<file path="src/rtl/eeprom_poll_pkg.sv">
package eeprom_poll_pkg;

    typedef enum logic [1:0] {
        OP_NONE  = 2'b00,
        OP_WRITE = 2'b01,
        OP_READ  = 2'b10,
        OP_RSVD  = 2'b11
    } op_e;

    typedef enum logic [3:0] {
        S_IDLE   = 4'd0,
        S_PSTART = 4'd1,
        S_PSEL   = 4'd2,
        S_ADDR   = 4'd3,
        S_WDATA  = 4'd4,
        S_RSTART = 4'd5,
        S_RSEL   = 4'd6,
        S_RDATA  = 4'd7,
        S_STOP   = 4'd8,
        S_DONE   = 4'd9
    } state_e;

endpackage

</file>
<file path="src/rtl/eps_poll_ctr.sv">
// Counts unacknowledged poll attempts against a limit captured at command time.
module eps_poll_ctr #(
    parameter int W = 8
) (
    input  logic         clk,
    input  logic         rst_n,
    input  logic         load,
    input  logic [W-1:0] limit,
    input  logic         step,
    output logic         last
);
    logic [W-1:0] cnt_q;
    logic [W-1:0] lim_q;

    always_ff @(posedge clk or negedge rst_n) begin
        if (!rst_n) begin
            cnt_q <= '0;
            lim_q <= '0;
        end else if (load) begin
            cnt_q <= '0;
            lim_q <= limit;
        end else if (step && (cnt_q != {W{1'b1}})) begin
            cnt_q <= cnt_q + 1'b1;
        end
    end

    // the attempt now in flight is the last allowed one
    assign last = ({1'b0, cnt_q} + 1'b1) >= {1'b0, lim_q};
endmodule

</file>
<file path="src/rtl/eps_len_ctr.sv">
// Counts transferred data bytes; flags the final byte of the burst.
module eps_len_ctr #(
    parameter int W = 4
) (
    input  logic         clk,
    input  logic         rst_n,
    input  logic         load,
    input  logic [W-1:0] len,
    input  logic         step,
    output logic         last
);
    logic [W-1:0] cnt_q;
    logic [W-1:0] len_q;

    always_ff @(posedge clk or negedge rst_n) begin
        if (!rst_n) begin
            cnt_q <= '0;
            len_q <= '0;
        end else if (load) begin
            cnt_q <= '0;
            len_q <= len;
        end else if (step) begin
            cnt_q <= cnt_q + 1'b1;
        end
    end

    assign last = (cnt_q == len_q);
endmodule

</file>
<file path="src/rtl/eeprom_poll_seq.sv">
module eeprom_poll_seq
    import eeprom_poll_pkg::*;
#(
    parameter int ADDR_BYTES = 1,
    parameter int LEN_W      = 4,
    parameter int POLL_W     = 8
) (
    input  logic                    clk,
    input  logic                    rst_n,
    input  logic                    cmd_valid,
    input  logic [1:0]              cmd_op,
    input  logic [6:0]              cmd_dev,
    input  logic [8*ADDR_BYTES-1:0] cmd_addr,
    input  logic [LEN_W-1:0]        cmd_len,
    input  logic [POLL_W-1:0]       poll_limit,
    input  logic [7:0]              wr_byte,
    output logic                    wr_take,
    output logic [7:0]              rd_byte,
    output logic                    rd_valid,
    output logic                    busy,
    output logic                    done,
    output logic                    err_timeout,
    output logic                    err_nack,
    output logic                    eng_start,
    output logic                    eng_restart,
    output logic                    eng_stop,
    output logic                    eng_send,
    output logic                    eng_recv,
    output logic [7:0]              eng_tx,
    output logic                    eng_ack_out,
    input  logic                    eng_done,
    input  logic                    eng_nack,
    input  logic [7:0]              eng_rx
);
    localparam int AW  = 8 * ADDR_BYTES;
    localparam int ABW = (ADDR_BYTES > 1) ? $clog2(ADDR_BYTES) : 1;
    localparam logic [ABW-1:0] ABYTE_LAST = ABW'(ADDR_BYTES - 1);

    state_e         state_q, state_d;
    logic           issued_q, issued_d;
    logic [6:0]     dev_q;
    op_e            op_q;
    logic [AW-1:0]  addr_q;
    logic [ABW-1:0] abyte_q;
    logic           err_to_q, err_nk_q;
    logic           set_to, set_nk;

    logic           accept;
    logic           fin;
    logic           go;
    logic           poll_last;
    logic           data_last;
    logic           poll_step;
    logic           data_step;
    logic           abyte_step;
    logic [7:0]     addr_byte;

    assign accept = (state_q == S_IDLE) && cmd_valid;
    assign fin    = issued_q && eng_done;
    assign go     = !issued_q;

    // ---------------- counters ----------------
    eps_poll_ctr #(.W(POLL_W)) u_poll (
        .clk   (clk),
        .rst_n (rst_n),
        .load  (accept),
        .limit (poll_limit),
        .step  (poll_step),
        .last  (poll_last)
    );

    eps_len_ctr #(.W(LEN_W)) u_len (
        .clk   (clk),
        .rst_n (rst_n),
        .load  (accept),
        .len   (cmd_len),
        .step  (data_step),
        .last  (data_last)
    );

    assign poll_step  = (state_q == S_PSEL) && fin && eng_nack;
    assign data_step  = fin && (((state_q == S_WDATA) && !eng_nack) || (state_q == S_RDATA));
    assign abyte_step = (state_q == S_ADDR) && fin && !eng_nack;

    // word address byte selection, most significant first
    always_comb begin
        addr_byte = addr_q[7:0];
        for (int i = 0; i < ADDR_BYTES; i++) begin
            if (abyte_q == ABW'(i)) begin
                addr_byte = addr_q[8*(ADDR_BYTES-1-i) +: 8];
            end
        end
    end

    // ---------------- state register ----------------
    always_ff @(posedge clk or negedge rst_n) begin
        if (!rst_n) begin
            state_q  <= S_IDLE;
            issued_q <= 1'b0;
            dev_q    <= '0;
            op_q     <= OP_NONE;
            addr_q   <= '0;
            abyte_q  <= '0;
            err_to_q <= 1'b0;
            err_nk_q <= 1'b0;
        end else begin
            state_q  <= state_d;
            issued_q <= issued_d;
            if (accept) begin
                dev_q    <= cmd_dev;
                op_q     <= op_e'(cmd_op);
                addr_q   <= cmd_addr;
                abyte_q  <= '0;
                err_to_q <= 1'b0;
                err_nk_q <= 1'b0;
            end else begin
                if (abyte_step && (abyte_q != ABYTE_LAST)) abyte_q <= abyte_q + 1'b1;
                if (set_to) err_to_q <= 1'b1;
                if (set_nk) err_nk_q <= 1'b1;
            end
        end
    end

    // ---------------- next state ----------------
    always_comb begin
        state_d  = state_q;
        issued_d = issued_q;
        set_to   = 1'b0;
        set_nk   = 1'b0;
        if (state_q != S_IDLE && state_q != S_DONE) begin
            if (!issued_q)   issued_d = 1'b1;
            else if (eng_done) issued_d = 1'b0;
        end
        unique case (state_q)
            S_IDLE: begin
                if (cmd_valid) state_d = S_PSTART;
            end
            S_PSTART: begin
                if (fin) state_d = S_PSEL;
            end
            S_PSEL: begin
                if (fin) begin
                    if (eng_nack) begin
                        if (poll_last) begin
                            state_d = S_STOP;
                            set_to  = 1'b1;
                        end else begin
                            state_d = S_PSTART;
                        end
                    end else if (op_q == OP_WRITE || op_q == OP_READ) begin
                        state_d = S_ADDR;
                    end else begin
                        state_d = S_STOP;
                    end
                end
            end
            S_ADDR: begin
                if (fin) begin
                    if (eng_nack) begin
                        state_d = S_STOP;
                        set_nk  = 1'b1;
                    end else if (abyte_q == ABYTE_LAST) begin
                        state_d = (op_q == OP_WRITE) ? S_WDATA : S_RSTART;
                    end
                end
            end
            S_WDATA: begin
                if (fin) begin
                    if (eng_nack) begin
                        state_d = S_STOP;
                        set_nk  = 1'b1;
                    end else if (data_last) begin
                        state_d = S_STOP;
                    end
                end
            end
            S_RSTART: begin
                if (fin) state_d = S_RSEL;
            end
            S_RSEL: begin
                if (fin) begin
                    if (eng_nack) begin
                        state_d = S_STOP;
                        set_nk  = 1'b1;
                    end else begin
                        state_d = S_RDATA;
                    end
                end
            end
            S_RDATA: begin
                if (fin && data_last) state_d = S_STOP;
            end
            S_STOP: begin
                if (fin) state_d = S_DONE;
            end
            S_DONE: begin
                state_d = S_IDLE;
            end
            default: begin
                state_d  = S_IDLE;
                issued_d = 1'b0;
            end
        endcase
    end

    // ---------------- outputs ----------------
    always_comb begin
        eng_start   = 1'b0;
        eng_restart = 1'b0;
        eng_stop    = 1'b0;
        eng_send    = 1'b0;
        eng_recv    = 1'b0;
        eng_tx      = 8'h00;
        eng_ack_out = 1'b0;
        wr_take     = 1'b0;
        rd_valid    = 1'b0;
        done        = 1'b0;
        unique case (state_q)
            S_IDLE: ;
            S_PSTART: eng_start = go;
            S_PSEL: begin
                eng_send = go;
                eng_tx   = {dev_q, 1'b0};
            end
            S_ADDR: begin
                eng_send = go;
                eng_tx   = addr_byte;
            end
            S_WDATA: begin
                eng_send = go;
                wr_take  = go;
                eng_tx   = wr_byte;
            end
            S_RSTART: eng_restart = go;
            S_RSEL: begin
                eng_send = go;
                eng_tx   = {dev_q, 1'b1};
            end
            S_RDATA: begin
                eng_recv    = go;
                eng_ack_out = !data_last;
                rd_valid    = fin;
            end
            S_STOP: eng_stop = go;
            S_DONE: done = 1'b1;
            default: ;
        endcase
    end

    assign busy        = (state_q != S_IDLE) && (state_q != S_DONE);
    assign rd_byte     = eng_rx;
    assign err_timeout = err_to_q;
    assign err_nack    = err_nk_q;
endmodule

</file>
<file path="config.mk">
export PLATFORM = sky130hd
export DESIGN_NAME = eeprom_poll_seq
export DESIGN_NICKNAME = d
export VERILOG_FILES = /design/src/rtl/eeprom_poll_pkg.sv /design/src/rtl/eps_poll_ctr.sv /design/src/rtl/eps_len_ctr.sv /design/src/rtl/eeprom_poll_seq.sv
export SDC_FILE = /design/constraint.sdc
export NUM_CORES = 1
export LEC_CHECK = 0
export CORE_UTILIZATION = 30
export CTS_CLUSTER_DIAMETER = 40
export DETAILED_ROUTE_END_ITERATION = 10
export GPL_TIMING_DRIVEN = 0
export PLACE_DENSITY_LB_ADDON = 0.25
export SKIP_LAST_GASP = 1
export SYNTH_ARGS = -nofsm -noshare
export SYNTH_HDL_FRONTEND = slang
export SYNTH_SLANG_ARGS = --single-unit
</file>
<file path="constraint.sdc">
create_clock -name clk -period 2.7 [get_ports clk]
set_input_delay 0.27 -clock clk [delete_from_list [all_inputs] [get_ports clk]]
set_output_delay 0.27 -clock clk [all_outputs]
set_load 0.01 [all_outputs]
</file>
# Yosys cells after proc, flatten, opt, wreduce, memory -nomap -nowiden
# Index checks and enable logic that the tools add are counted.
# totals
register_bits,49
out_inout_bits,28
elab_cells,121
# classes
add_sub_neg,4
order_cmp,1
n_eq_ne,26
muxes,50
reduce_logical,28
# ops
op,count
$mux 4,19
$pmux 4 s9,1
$pmux 8 s4,1
$mux 1,27
$eq 4x3->1 const B,4
$mux 8,2
$ne 2x2->1 const B,8
$logic_and 1x1->1,12
$reduce_and 11->1,1
$reduce_bool 2->1,5
$reduce_or 10->1,1
$add 8x1->9 const B,1
$ge 9x8->1,1
$add 8x1->8 const B,1
$eq 4x2->1 const B,2
$eq 4x4->1 const B,2
$ne 8x8->1 const B,1
$ne 3x3->1 const B,2
$add 4x1->4 const B,1
$eq 4x1->1 const B,1
$eq 4x4->1,1
$logic_not 4->1,1
$ne 2x1->1 const B,2
$ne 4x4->1 const B,1
8 further kinds,11

# Logic depth before layout (Yosys ltp)
# Gate-level depths: netlist (run 1).
# depth
word_depth,8
ltp_mapped,9
ltp_nobuf,9

# Modules after synthesis
# A second synthesis (run 1) with hierarchy kept.
# hier_totals
hier_cells,288
area_unflattened_um2,2880.3
# modules_own_cells
mod,instances,cells_each,area_per_inst_um2
eeprom_poll_seq,1,155,1497.7
eps_poll_ctr,1,103,1002.2
eps_len_ctr,1,30,380.4

# Worst setup path before layout (run 1)
# OpenSTA, ideal clock, no wires.
# synth_path
path_type,register to register
from,reg u_poll.cnt_q[0]
to,reg state_q[3]
setup_time_ps,124
t_arrival_ps,1982
required_ps,2576
setup_slack_ps,594
stages_incl_launch_ff,10
n_path_buf,0
cell_sequence,dfrtp_1 > ha_1 > nand2_1 > xnor2_1 > ha_1 > a21o_1 > a21oi_1 > and3_1 > a31oi_1 > o31a_1
# synth_between
elab_chain_len,6
# synth_lines
element,line_no,rtl
"start, declared",eps_poll_ctr.sv:12,logic [W-1:0] cnt_q;
"start signal, assigned",eps_poll_ctr.sv:23,cnt_q <= cnt_q + 1'b1;
$add 8x1->9,eps_poll_ctr.sv:28,"assign last = ({1'b0, cnt_q} + 1'b1) >= {1'b0, lim_q};"
$ge 9x8->1,eps_poll_ctr.sv:28,
$mux 4,eeprom_poll_seq.sv:144,if (poll_last) begin
$mux 4,eeprom_poll_seq.sv:143,if (eng_nack) begin
$mux 4,eeprom_poll_seq.sv:142,if (fin) begin
$pmux 4 s9,eeprom_poll_seq.sv:134,unique case (state_q)
"end signal, assigned",eeprom_poll_seq.sv:107,state_q <= state_d;
"end, declared",eeprom_poll_seq.sv:39,"state_e state_q, state_d;"
# No other way between the ends. The select of a mux whose other input is x is not followed.
# A chain may end at the register's enable or synchronous reset.

# Worst setup path after layout (run 1)
# layout_path
from,reg state_q[3]
to,out eng_tx[7]
# layout_between
elab_chain_len,2
elab_cells_between_ends,5
classes_between,eq/ne (4); mux (1)
# layout_lines
element,line_no,rtl
$eq 4x3->1 / $eq 4x2->1 (equally long branches),eeprom_poll_seq.sv:218,unique case (state_q)
$pmux 8 s4 *,eeprom_poll_seq.sv:218,
"end, declared",eeprom_poll_seq.sv:29,"output logic [7:0] eng_tx,"
# Mark *: on every way between the ends. The rest lies on a longest branch, timed or not.

==> impl_results.md, run 1 <==
* Status: finished clean
* Flop2flop setup slack at 0.23 ns
* M1 GR Usage at 0.211
* Fill cell count at 967
* Max Cap Viol at 0
* CP startpoint kind: flip-flop
* Ys async rst share at 1.00
* Synth top area share at 0.418
* Clock slew at reported path FFs at 0.09 ns
* Remaining DRCs at 0
* Largest stage delay on the critical path at 0.54 ns
* Full die area at 0.0102 sq mm
* Hold crit path type: in2async
* Achievable Freq at 0.388 GHz
* Final slew viol count at 0
* WP data required at 2.43 ns
* # clock sinks at 49
* Synth area leader: dfrtp_1
* Final hold vios at 0
* Clock Skews at 0.0129 ns
* Post-placement cell count at 544
* Worst path cell trace: buf_4, inv_1, nand2_2, nor3_4, buf_4, nand2_1, nand2_1, clkdlybuf4s50_1
* Synth Instances at 345
* FF-to-FF End: state_q[3]
* Mapped cell area at 0.00294 sq mm
* Worst VDD drop at 0.336 mV
* Fin crit share at 0.954
* Clock tree buffer depth at 2
* Storage cell area at 0.00123 sq mm
* TritonCTS clock tree: yes
* CP Capture Type: primary output
* Vias in the first global route at 2442
* Synth Area in Simple Gates at 0.287
* Drt first pass iters at 4
* First-pass GRT wire length at 12100 um
* Synthesized flop and latch total at 49
* Period minus WS final at 2.58 ns
* Post-Synth XOR/XNOR Area at 0.0358
* Cell area power density at 851 mW/mm^2
* Leak pwr at 1.84 nW
* Vias at 2620
* Routed vias/inst at 4.73
* Worst skew pair latency at 0.30 ns
* Total power at 3.34 mW
* Placed Area at 0.00380 sq mm
* Final setup violation count at 0
* Grt met3 use at 0.0187
* PortBufs at 69
* Syn_nets at 406
* RD Place Congestion at 0.853
* Largest net degree at the start of global routing at 39
* Most frequent cell after synthesis: nand2_1
* Core area at 0.00937 sq mm
* Height of the die at 101 um
* Routed Antenna Nets at 0
* Layout area overhead at 33.7%
* GR Overflow Total at 0
* Cts bufs inserted at 5
* Starting DRT DRC Count at 118
* Root Driver: clkbuf_8
* CP Data Arrival Time at 2.31 ns
* Initial antenna violation count at 0
* Netlist cell types at 50
* Cells on worst reg2reg path at 9
* Sequential-to-total area share from yosys stat at 0.418
* Avg WL per Cell at 13.4 um
* Critical-path top delay cell: clkdlybuf4s50_1
* HPWL Detailed at 5550 um
* Post-Layout Inst Area at 0.00393 sq mm
* Post-synth top flop: dfrtp_1
* FP Rows at 35
* Met2 Use GR at 0.249
* N_diodes at 0
* Ys Warns at 0
* R2R Path Start: u_poll.cnt_q[0]
* Compound-Gate Fraction of Synth Area at 0.126
* EDFF count, synth at 0
* Ports at 78
* Synth Area in Adders at 0.0503
* Area of the multi-input gates at 0.00151 sq mm
* Non-filler cells, final at 554
* Share of layout cells above drive strength 1 at 0.118
* RSZ-0062 raised after global routing: yes
* Post-layout nets at 485
* Critical setup path kind: reg2out
* Largest family of logic cells by synthesized area: simple AND/OR/NAND/NOR gates
* Total wire length at 7400 um
* Gr usage total at 0.152
* Die Width at 101 um
* H-tree levels at 2
* Worst-path fanout max at 10
* GR peak layer: met2
* Avg Cell Area, Syn at 8.51 sq um
* Top cells by count, synth: 96 x nand2_1, 49 x dfrtp_1, 19 x nor2_1
* Initial core utilization at 0.313
* Mux contribution to synthesized area at 0.0107
* Slew @ Worst Pin at 0.560 ns
* Top cells by area, synth: dfrtp_1 42%, nand2_1 12%, ha_1 4.7%
* Max-slew headroom at 0.626
==> layout make-up <==
| cell class | count | area share |
|---|---|---|
| Buffer | 28 | 0.0421 |
| Inverter | 13 | 0.0124 |
| Clock inverter | 3 | 0.00446 |
| Clock buffer | 5 | 0.0175 |
| Sequential cell | 49 | 0.312 |
| Multi-Input combinational cell | 255 | 0.386 |
| Tap cell | 129 | 0.0411 |
| Timing Repair Buffer | 72 | 0.184 |
==> cells by family (layout without fill, tap and decap cells) <==
kind of cell,count (synthesis),after routing
adders and majority gates,12,12
xor gates and xnor gates,12,12
and+or+nand+nor,175,175
AOI/OAI and AO/OA,53,53
buffers and inverters,41,121
muxes,3,3
DFF,49,49
==> registers in the layout (all words and copies together) (netlist names), 2 cells and up <==
| register | count |
|---|---|
| dev_q | 7 |
| state_q | 4 |
| addr_byte | 8 |
| u_len.len_q | 4 |
| op_q | 2 |
| u_poll.lim_q | 8 |
| u_len.cnt_q | 4 |
| u_poll.cnt_q | 8 |
==> critical path: cells and delay by family (launching register included) <==
kind,cells,cell delay [ns]
simple gates,4,0.55
buf+inv,4,1.07
flops,1,0.37
==> metal layers <==
metal | wire length, um | share of wire | vias to the layer above
li1 | - | - | 1318
met1 | 3540 | 0.48 | 1231
met2 | 3530 | 0.48 | 67
met3 | 266 | 0.036 | 4
met4 | 60 | 0.0081 | 0
met5 | 0 | 0 | -
==> through the flow <==
stage	setup TNS [ns]	setup WS, ns	util	hold slack (ns)
final	0	0.125	0.419	0.388
after global routing	-0.0421	-0.0170	0.419	0.432
after CTS	0	0.00836	0.417	0.391
after detailed placement	0	0.0715	0.406	0.190
after global placement	-7.79	-0.162	0.404	0.458
after floorplan	0	0.594	-	-0.0256
==> what timing repair did <==
item / CTS / global route
buffers inserted: 0 / 1
pin swaps: 0 / 1
hold endpoints to repair: 11 / 0
gates resized for setup: 1 / 4
hold buffers: 1 / 0
endpoints found under the setup margin: 7 / 8
==> power breakdown <==
group          internal, mW  switching [mW]  leakage, nW
clock                 0.180           0.255       0.0439
sequential            0.997           0.133        0.632
combinational         0.758            1.02         1.17
total                  1.94            1.41         1.84
==> worst max-delay path by stage <==
stage	depth (start not counted)	to	start	slack, ns
floorplan	9	state_q[3]	u_poll.cnt_q[0]	0.59
CTS	7	eng_tx[7]	state_q[3]	0.008
finish	8	eng_tx[7]	state_q[3]	0.12
global route	7	eng_tx[1]	state_q[0]	-0.02
global placement	1	addr_byte[6]	rst_n	-0.16
detailed placement	7	eng_tx[7]	state_q[3]	0.07
==> cells in the final DEF (no fill, tap or decap), types with 2 or more instances in the layout <==
cell             count
nand2b_1             8
xor2_1               6
and2_1               4
nand3_1             11
clkbuf_8             5
o31ai_1              2
and3_1               4
a22oi_1              9
nor2_1              19
mux2i_1              2
nand2_1             96
nor2b_1              4
nor3_1               7
a21oi_1              9
buf_4               13
nor3_4               2
o21ai_0             15
clkbuf_1             3
buf_2               12
a31oi_1              2
clkinv_2             2
nand4_1              4
a21o_1               4
ha_1                11
o311ai_2             2
dfrtp_1             49
inv_1               13
clkdlybuf4s50_1     68
xnor2_1              6
nor4_1               5
Note: power is estimated with default switching activity, not from simulation.
==> inputs of run 2 (changes only) <==
- SYNTH_HIERARCHICAL: unset -> 1
==> impl_results.md, run 2 <==
* Status: finished clean
* Sequential-to-total area share from yosys stat at 0.426
* Largest net degree at the start of global routing at 27
* Achievable Freq at 0.383 GHz
* Worst skew pair latency at 0.30 ns
* Avg WL per Cell at 13.9 um
* CP Data Arrival Time at 2.78 ns
* GR Overflow Total at 0
* Full die area at 0.0100 sq mm
* Largest stage delay on the critical path at 0.42 ns
* H-tree levels at 2
* Syn_nets at 349
* Vias in the first global route at 2330
* Worst-path fanout max at 6
* Clock Skews at 0.00504 ns
* Gr usage total at 0.143
* Height of the die at 100 um
* EDFF count, synth at 0
* Clock slew at reported path FFs at 0.09 ns
* Placed Area at 0.00375 sq mm
* Slew @ Worst Pin at 0.808 ns
* Post-layout nets at 430
* Critical-path top delay cell: dfrtp_2
* Critical setup path kind: reg2reg
* Cts bufs inserted at 5
* WP data required at 2.87 ns
* Routed vias/inst at 4.84
* Vias at 2413
* Hold crit path type: reg2reg
* Worst path cell trace: buf_4, and4_4, nand2_1, xnor2_1, ha_1, a211oi_2, o22ai_1, a211o_1, nand2b_4, nor2_2, a21oi_1, o21ai_1, o31ai_1
* Post-placement cell count at 487
* FP Rows at 35
* Non-filler cells, final at 499
* Most frequent cell after synthesis: dfrtp_1
* Drt first pass iters at 4
* RSZ-0062 raised after global routing: yes
* Die Width at 100 um
* Cell area power density at 888 mW/mm^2
* Clock tree buffer depth at 2
* Remaining DRCs at 0
* Post-Layout Inst Area at 0.00398 sq mm
* PortBufs at 69
* Leading cell type in the layout, fill and taps excluded: clkdlybuf4s50_1
* Share of layout cells above drive strength 1 at 0.200
* Top cells by count, synth: 49 x dfrtp_1, 23 x nor2_1, 20 x mux2_2
* CP Capture Type: flip-flop
* Final setup violation count at 0
* Mapped cell area at 0.00288 sq mm
* Initial core utilization at 0.310
* Layout area overhead at 38.1%
* Synth Instances at 288
* Core area at 0.00928 sq mm
* Synth top area share at 0.426
* Starting DRT DRC Count at 93
* Ports at 78
* Fin crit share at 0.967
* # clock sinks at 49
* Leak pwr at 1.68 nW
* Final slew viol count at 0
* Post-layout util at 0.429
* Commonest non-fill, non-tap cells in the layout: 68 x clkdlybuf4s50_1, 46 x dfrtp_1, 21 x nor2_1, 20 x mux2_2, 18 x inv_1
* Ys async rst share at 1.00
* RD Place Congestion at 0.765
* Ys Warns at 6
* N_diodes at 0
* Max-slew headroom at 0.457
* Synth area leader: dfrtp_1
* Synthesized flop and latch total at 49
* Worst VDD drop at 0.401 mV
* Period minus WS final at 2.61 ns
* Avg Cell Area, Syn at 10.0 sq um
* TritonCTS clock tree: yes
* Max Cap Viol at 0
* Post-synth top flop: dfrtp_1
* HPWL Detailed at 5160 um
* Top cells by area, synth: dfrtp_1 43%, mux2_2 7.8%, ha_1 4.8%
* First-pass GRT wire length at 11400 um
* Routed Antenna Nets at 0
* Final hold vios at 0
* Netlist cell types at 53
* CP startpoint kind: flip-flop
* Total power at 3.53 mW
* Initial antenna violation count at 0
* Total wire length at 6920 um
* Root Driver: clkbuf_8
## run 2: per-stage QoR
stage          hold WS (ns)  setup WS [ns]  setup TNS [ns]
2_1_floorplan       -0.0256          0.185               0
3_3_place_gp          0.488         -0.445          -14.06
3_5_place_dp          0.337         -0.441           -3.19
4_1_cts               0.515         0.0228               0
5_1_grt               0.532        -0.0578          -0.115
6_report              0.517         0.0901               0
## run 2: repair_timing
item | 4_1_cts | 5_1_grt
endpoints found under the hold margin | 5 | 0
gates resized for setup | 9 | 8
hold buffers | 1 | 0
pin swaps | 0 | 4
setup endpoints to repair | 13 | 24
setup buffers | 2 | 2
## run 2: area by class of cell
type / count / area [sq um]
Buffer: 23 / 138
Clock buffer: 6 / 82.6
Clock inverter: 2 / 37.5
Fill cell: 944 / 5310
Inverter: 18 / 67.6
Multi-Input combinational cell: 197 / 1500
Sequential cell: 49 / 1230
Tap cell: 129 / 161
Timing Repair Buffer: 75 / 758
## run 2: kinds of logic after synthesis
| kind of cell | Yosys count | share of synthesized area |
|---|---|---|
| buf+inv | 42 | 0.0721 |
| compound gates | 59 | 0.147 |
| simple gates | 90 | 0.173 |
| fa+ha+maj | 11 | 0.0478 |
| mux | 25 | 0.0977 |
| xor+xnor | 12 | 0.0365 |
| flops | 49 | 0.426 |
## run 2: final timing paths
check / from / endpoint / slack (ns) / cells past startpoint
max: u_poll/cnt_q[0] / state_q[3] / 0.09 / 13
min: addr_byte[2] / addr_byte[2] / 0.52 / 1
max reg2reg: u_poll/cnt_q[0] / state_q[3] / 0.09 / 13
min reg2reg: addr_byte[2] / addr_byte[2] / 0.52 / 1
max in group asynchronous: rst_n / err_nack / 1.62 / 3
min in group asynchronous: rst_n / dev_q[2] / 0.53 / 2
## run 2: metal layers
metal,vias to the layer above,track usage,part of all wire,wire length (um)
met5,-,0,0,0
met4,0,0.0312,0.0084,58
met3,7,0.0272,0.035,241
met2,52,0.254,0.51,3520
met1,1170,0.180,0.45,3100
li1,1184,-,-,-
## run 2: power breakdown
group | total, mW | switching, mW | internal (mW) | leakage, nW
sequential | 1.17 | 0.153 | 1.02 | 0.612
combinational | 1.81 | 0.915 | 0.897 | 1.01
clock | 0.551 | 0.249 | 0.301 | 0.0574
total | 3.53 | 1.32 | 2.22 | 1.68
## run 2: critical path: cells and delay by family (launching register included)
family,cells,cell delay (ns)
AO/OA/AOI/OAI,6,0.90
AND/OR/NAND/NOR,4,0.60
flip-flops,1,0.42
adder cells (fa/ha/maj),1,0.32
XOR/XNOR,1,0.13
buffers and inverters,1,0.12
==> inputs of run 3 (changes only) <==
- DONT_BUFFER_PORTS: unset -> 1
- GPL_ROUTABILITY_DRIVEN: unset -> 0
==> impl_results.md, run 3 (synthesis gave the netlist of run 2 again) <==
* Status: finished clean
* Layout area overhead at 12.8%
* Final slew viol count at 0
* Final setup violation count at 0
* Initial antenna violation count at 0
* Flop2flop setup slack at 0.14 ns
* Register share of total power at 0.377
* Leak pwr at 1.41 nW
* WP data required at 2.87 ns
* HPWL Detailed at 4930 um
* Share of layout cells above drive strength 1 at 0.232
* Core area at 0.00928 sq mm
* Achievable Freq at 0.391 GHz
* PortBufs at 0
* Leading cell type in the layout, fill and taps excluded: dfrtp_1
* Period minus WS final at 2.56 ns
* Fill cell count at 980
* Ports at 78
* CP Data Arrival Time at 2.73 ns
* Gr usage total at 0.139
* Non-filler cells, final at 431
* Drt first pass iters at 4
* Post-layout nets at 362
* # clock sinks at 49
* GR Overflow Total at 0
* Routed Antenna Nets at 0
* Fin crit share at 0.947
* Vias at 2197
* Setup crit end: state_q[3]
* Remaining DRCs at 0
* Cell area power density at 956 mW/mm^2
* Routed vias/inst at 5.10
* Cells on worst reg2reg path at 13
* Critical setup path kind: reg2reg
* Setup crit start: u_poll/cnt_q[1]
* Hold crit path type: in2reg
* First-pass GRT wire length at 10900 um
* Height of the die at 100 um
* CP Capture Type: flip-flop
* Max Cap Viol at 0
* Int Pwr at 1.83 mW
* TritonCTS clock tree: yes
* Clk pwr share at 0.144
* Worst-path fanout max at 5
* Switching share of power at 0.411
* Worst VDD drop at 0.319 mV
* Clock slew at reported path FFs at 0.10 ns
* Clock tree buffer depth at 2
* Commonest non-fill, non-tap cells in the layout: 45 x dfrtp_1, 23 x nor2_1, 20 x mux2_2, 18 x inv_1, 17 x nand2_1
* N_diodes at 0
* Full die area at 0.0100 sq mm
* H-tree levels at 2
* Final worst-path setup slack at 0.143 ns
* Logic pwr share at 0.478
* Pre-CTS WS at -0.192 ns
* Worst skew pair latency at 0.31 ns
* Root Driver: clkbuf_8
* CP startpoint kind: flip-flop
* Vias in the first global route at 2140
* Initial core utilization at 0.310
* Avg WL per Cell at 15.6 um
* Starting DRT DRC Count at 120
* Cts bufs inserted at 5
* FF-to-FF End: state_q[3]
* Die Width at 100 um
* Final hold vios at 0
* Slew @ Worst Pin at 0.942 ns
* Post-placement cell count at 417
* Net switching power at 1.28 mW
* FP Rows at 35
* Total wire length at 6730 um
* Max-slew headroom at 0.367
* Clock Skews at 0.0140 ns
* Largest net degree at the start of global routing at 50
* R2R Path Start: u_poll/cnt_q[1]
run 3: cell types whose count changed in the layout (fill, tap and decap cells not counted), moves of 2 or more:
| cell | delta |
|---|---|
| o21ai_0 | -2 |
| clkinv_4 | +2 |
| nor2_2 | -2 |
| nor2_1 | +2 |
| buf_4 | +2 |
| buf_12 | -2 |
| clkdlybuf4s50_1 | -68 |
| o21ai_1 | +2 |
run 3: metrics by stage:
| stage | total power, mW | instance area (sq um) | TNS [ns] | util | hold WS (ns) |
|---|---|---|---|---|---|
| 6_report | 3.11 | 3250 | 0 | 0.350 | 0.0795 |
| 5_1_grt | 3.39 | 3250 | -0.000949 | 0.350 | 0.0594 |
| 4_1_cts | 3.12 | 3200 | -0.0444 | 0.344 | 0.0735 |
| 3_5_place_dp | 2.62 | 3040 | -0.538 | 0.328 | -0.0230 |
| 3_3_place_gp | 2.59 | 3040 | -0.353 | 0.328 | -0.0232 |
| 2_1_floorplan | 2.30 | 2880 | 0 | - | -0.0256 |
run 3: area by class of cell:
class / instances / area (sq um) / share of cell area
multi-input cells: 197 / 1490 / 0.457
plain buffers: 23 / 136 / 0.0420
clock buffers: 5 / 68.8 / 0.0212
well taps: 129 / 161 / 0.0497
clock inverters: 3 / 22.5 / 0.00693
repair buffers: 7 / 75.1 / 0.0231
flip-flops and latches: 49 / 1230 / 0.379
inverters: 18 / 67.6 / 0.0208
run 3: worst min path at each step:
stage                   start  cells past startpoint  slack [ns]            to
finish              cmd_op[1]                      2        0.08       op_q[1]
global route        cmd_op[1]                      2        0.06       op_q[1]
CTS                 cmd_op[1]                      2        0.07       op_q[1]
detailed placement      rst_n                      0       -0.02  addr_byte[6]
global placement        rst_n                      0       -0.02  addr_byte[4]
floorplan               rst_n                      0       -0.03       abyte_q
run 3: routing by layer:
layer	share of wire	vias up	GRT usage
met4	0.0083	0	0.0334
li1	-	1054	-
met3	0.048	6	0.0334
met1	0.44	1091	0.174
met5	0	-	0
met2	0.51	46	0.241
run 3: worst max-delay path, stage by stage (launching register included):
cell and delay [ns]:
dfrtp_2 0.42, ha_4 0.14, and3_4 0.21, nand3_1 0.09
xnor2_1 0.19, ha_1 0.27, o21ai_1 0.15, o22ai_1 0.10
a211o_1 0.31, nand2b_1 0.17, nor2_1 0.11, a21oi_1 0.05
o21ai_1 0.13, o31ai_1 0.07
run 3: power groups by stage:
| stage | Combinational, mW | Sequential, mW | Clock, mW |
|---|---|---|---|
| after floorplan | 1.15 | 1.15 | 0 |
| after global placement | 1.40 | 1.18 | 0 |
| after detailed placement | 1.43 | 1.19 | 0 |
| after CTS | 1.47 | 1.18 | 0.470 |
| after global routing | 1.67 | 1.21 | 0.509 |
| final | 1.49 | 1.17 | 0.449 |
run 3: repair_timing:
item                       CTS  global route
hold buffers                 2             0
buffers inserted             0             5
pin swaps                    0             1
resized for setup            5             9
setup endpoints to repair    6            14
hold endpoints to repair    49             0
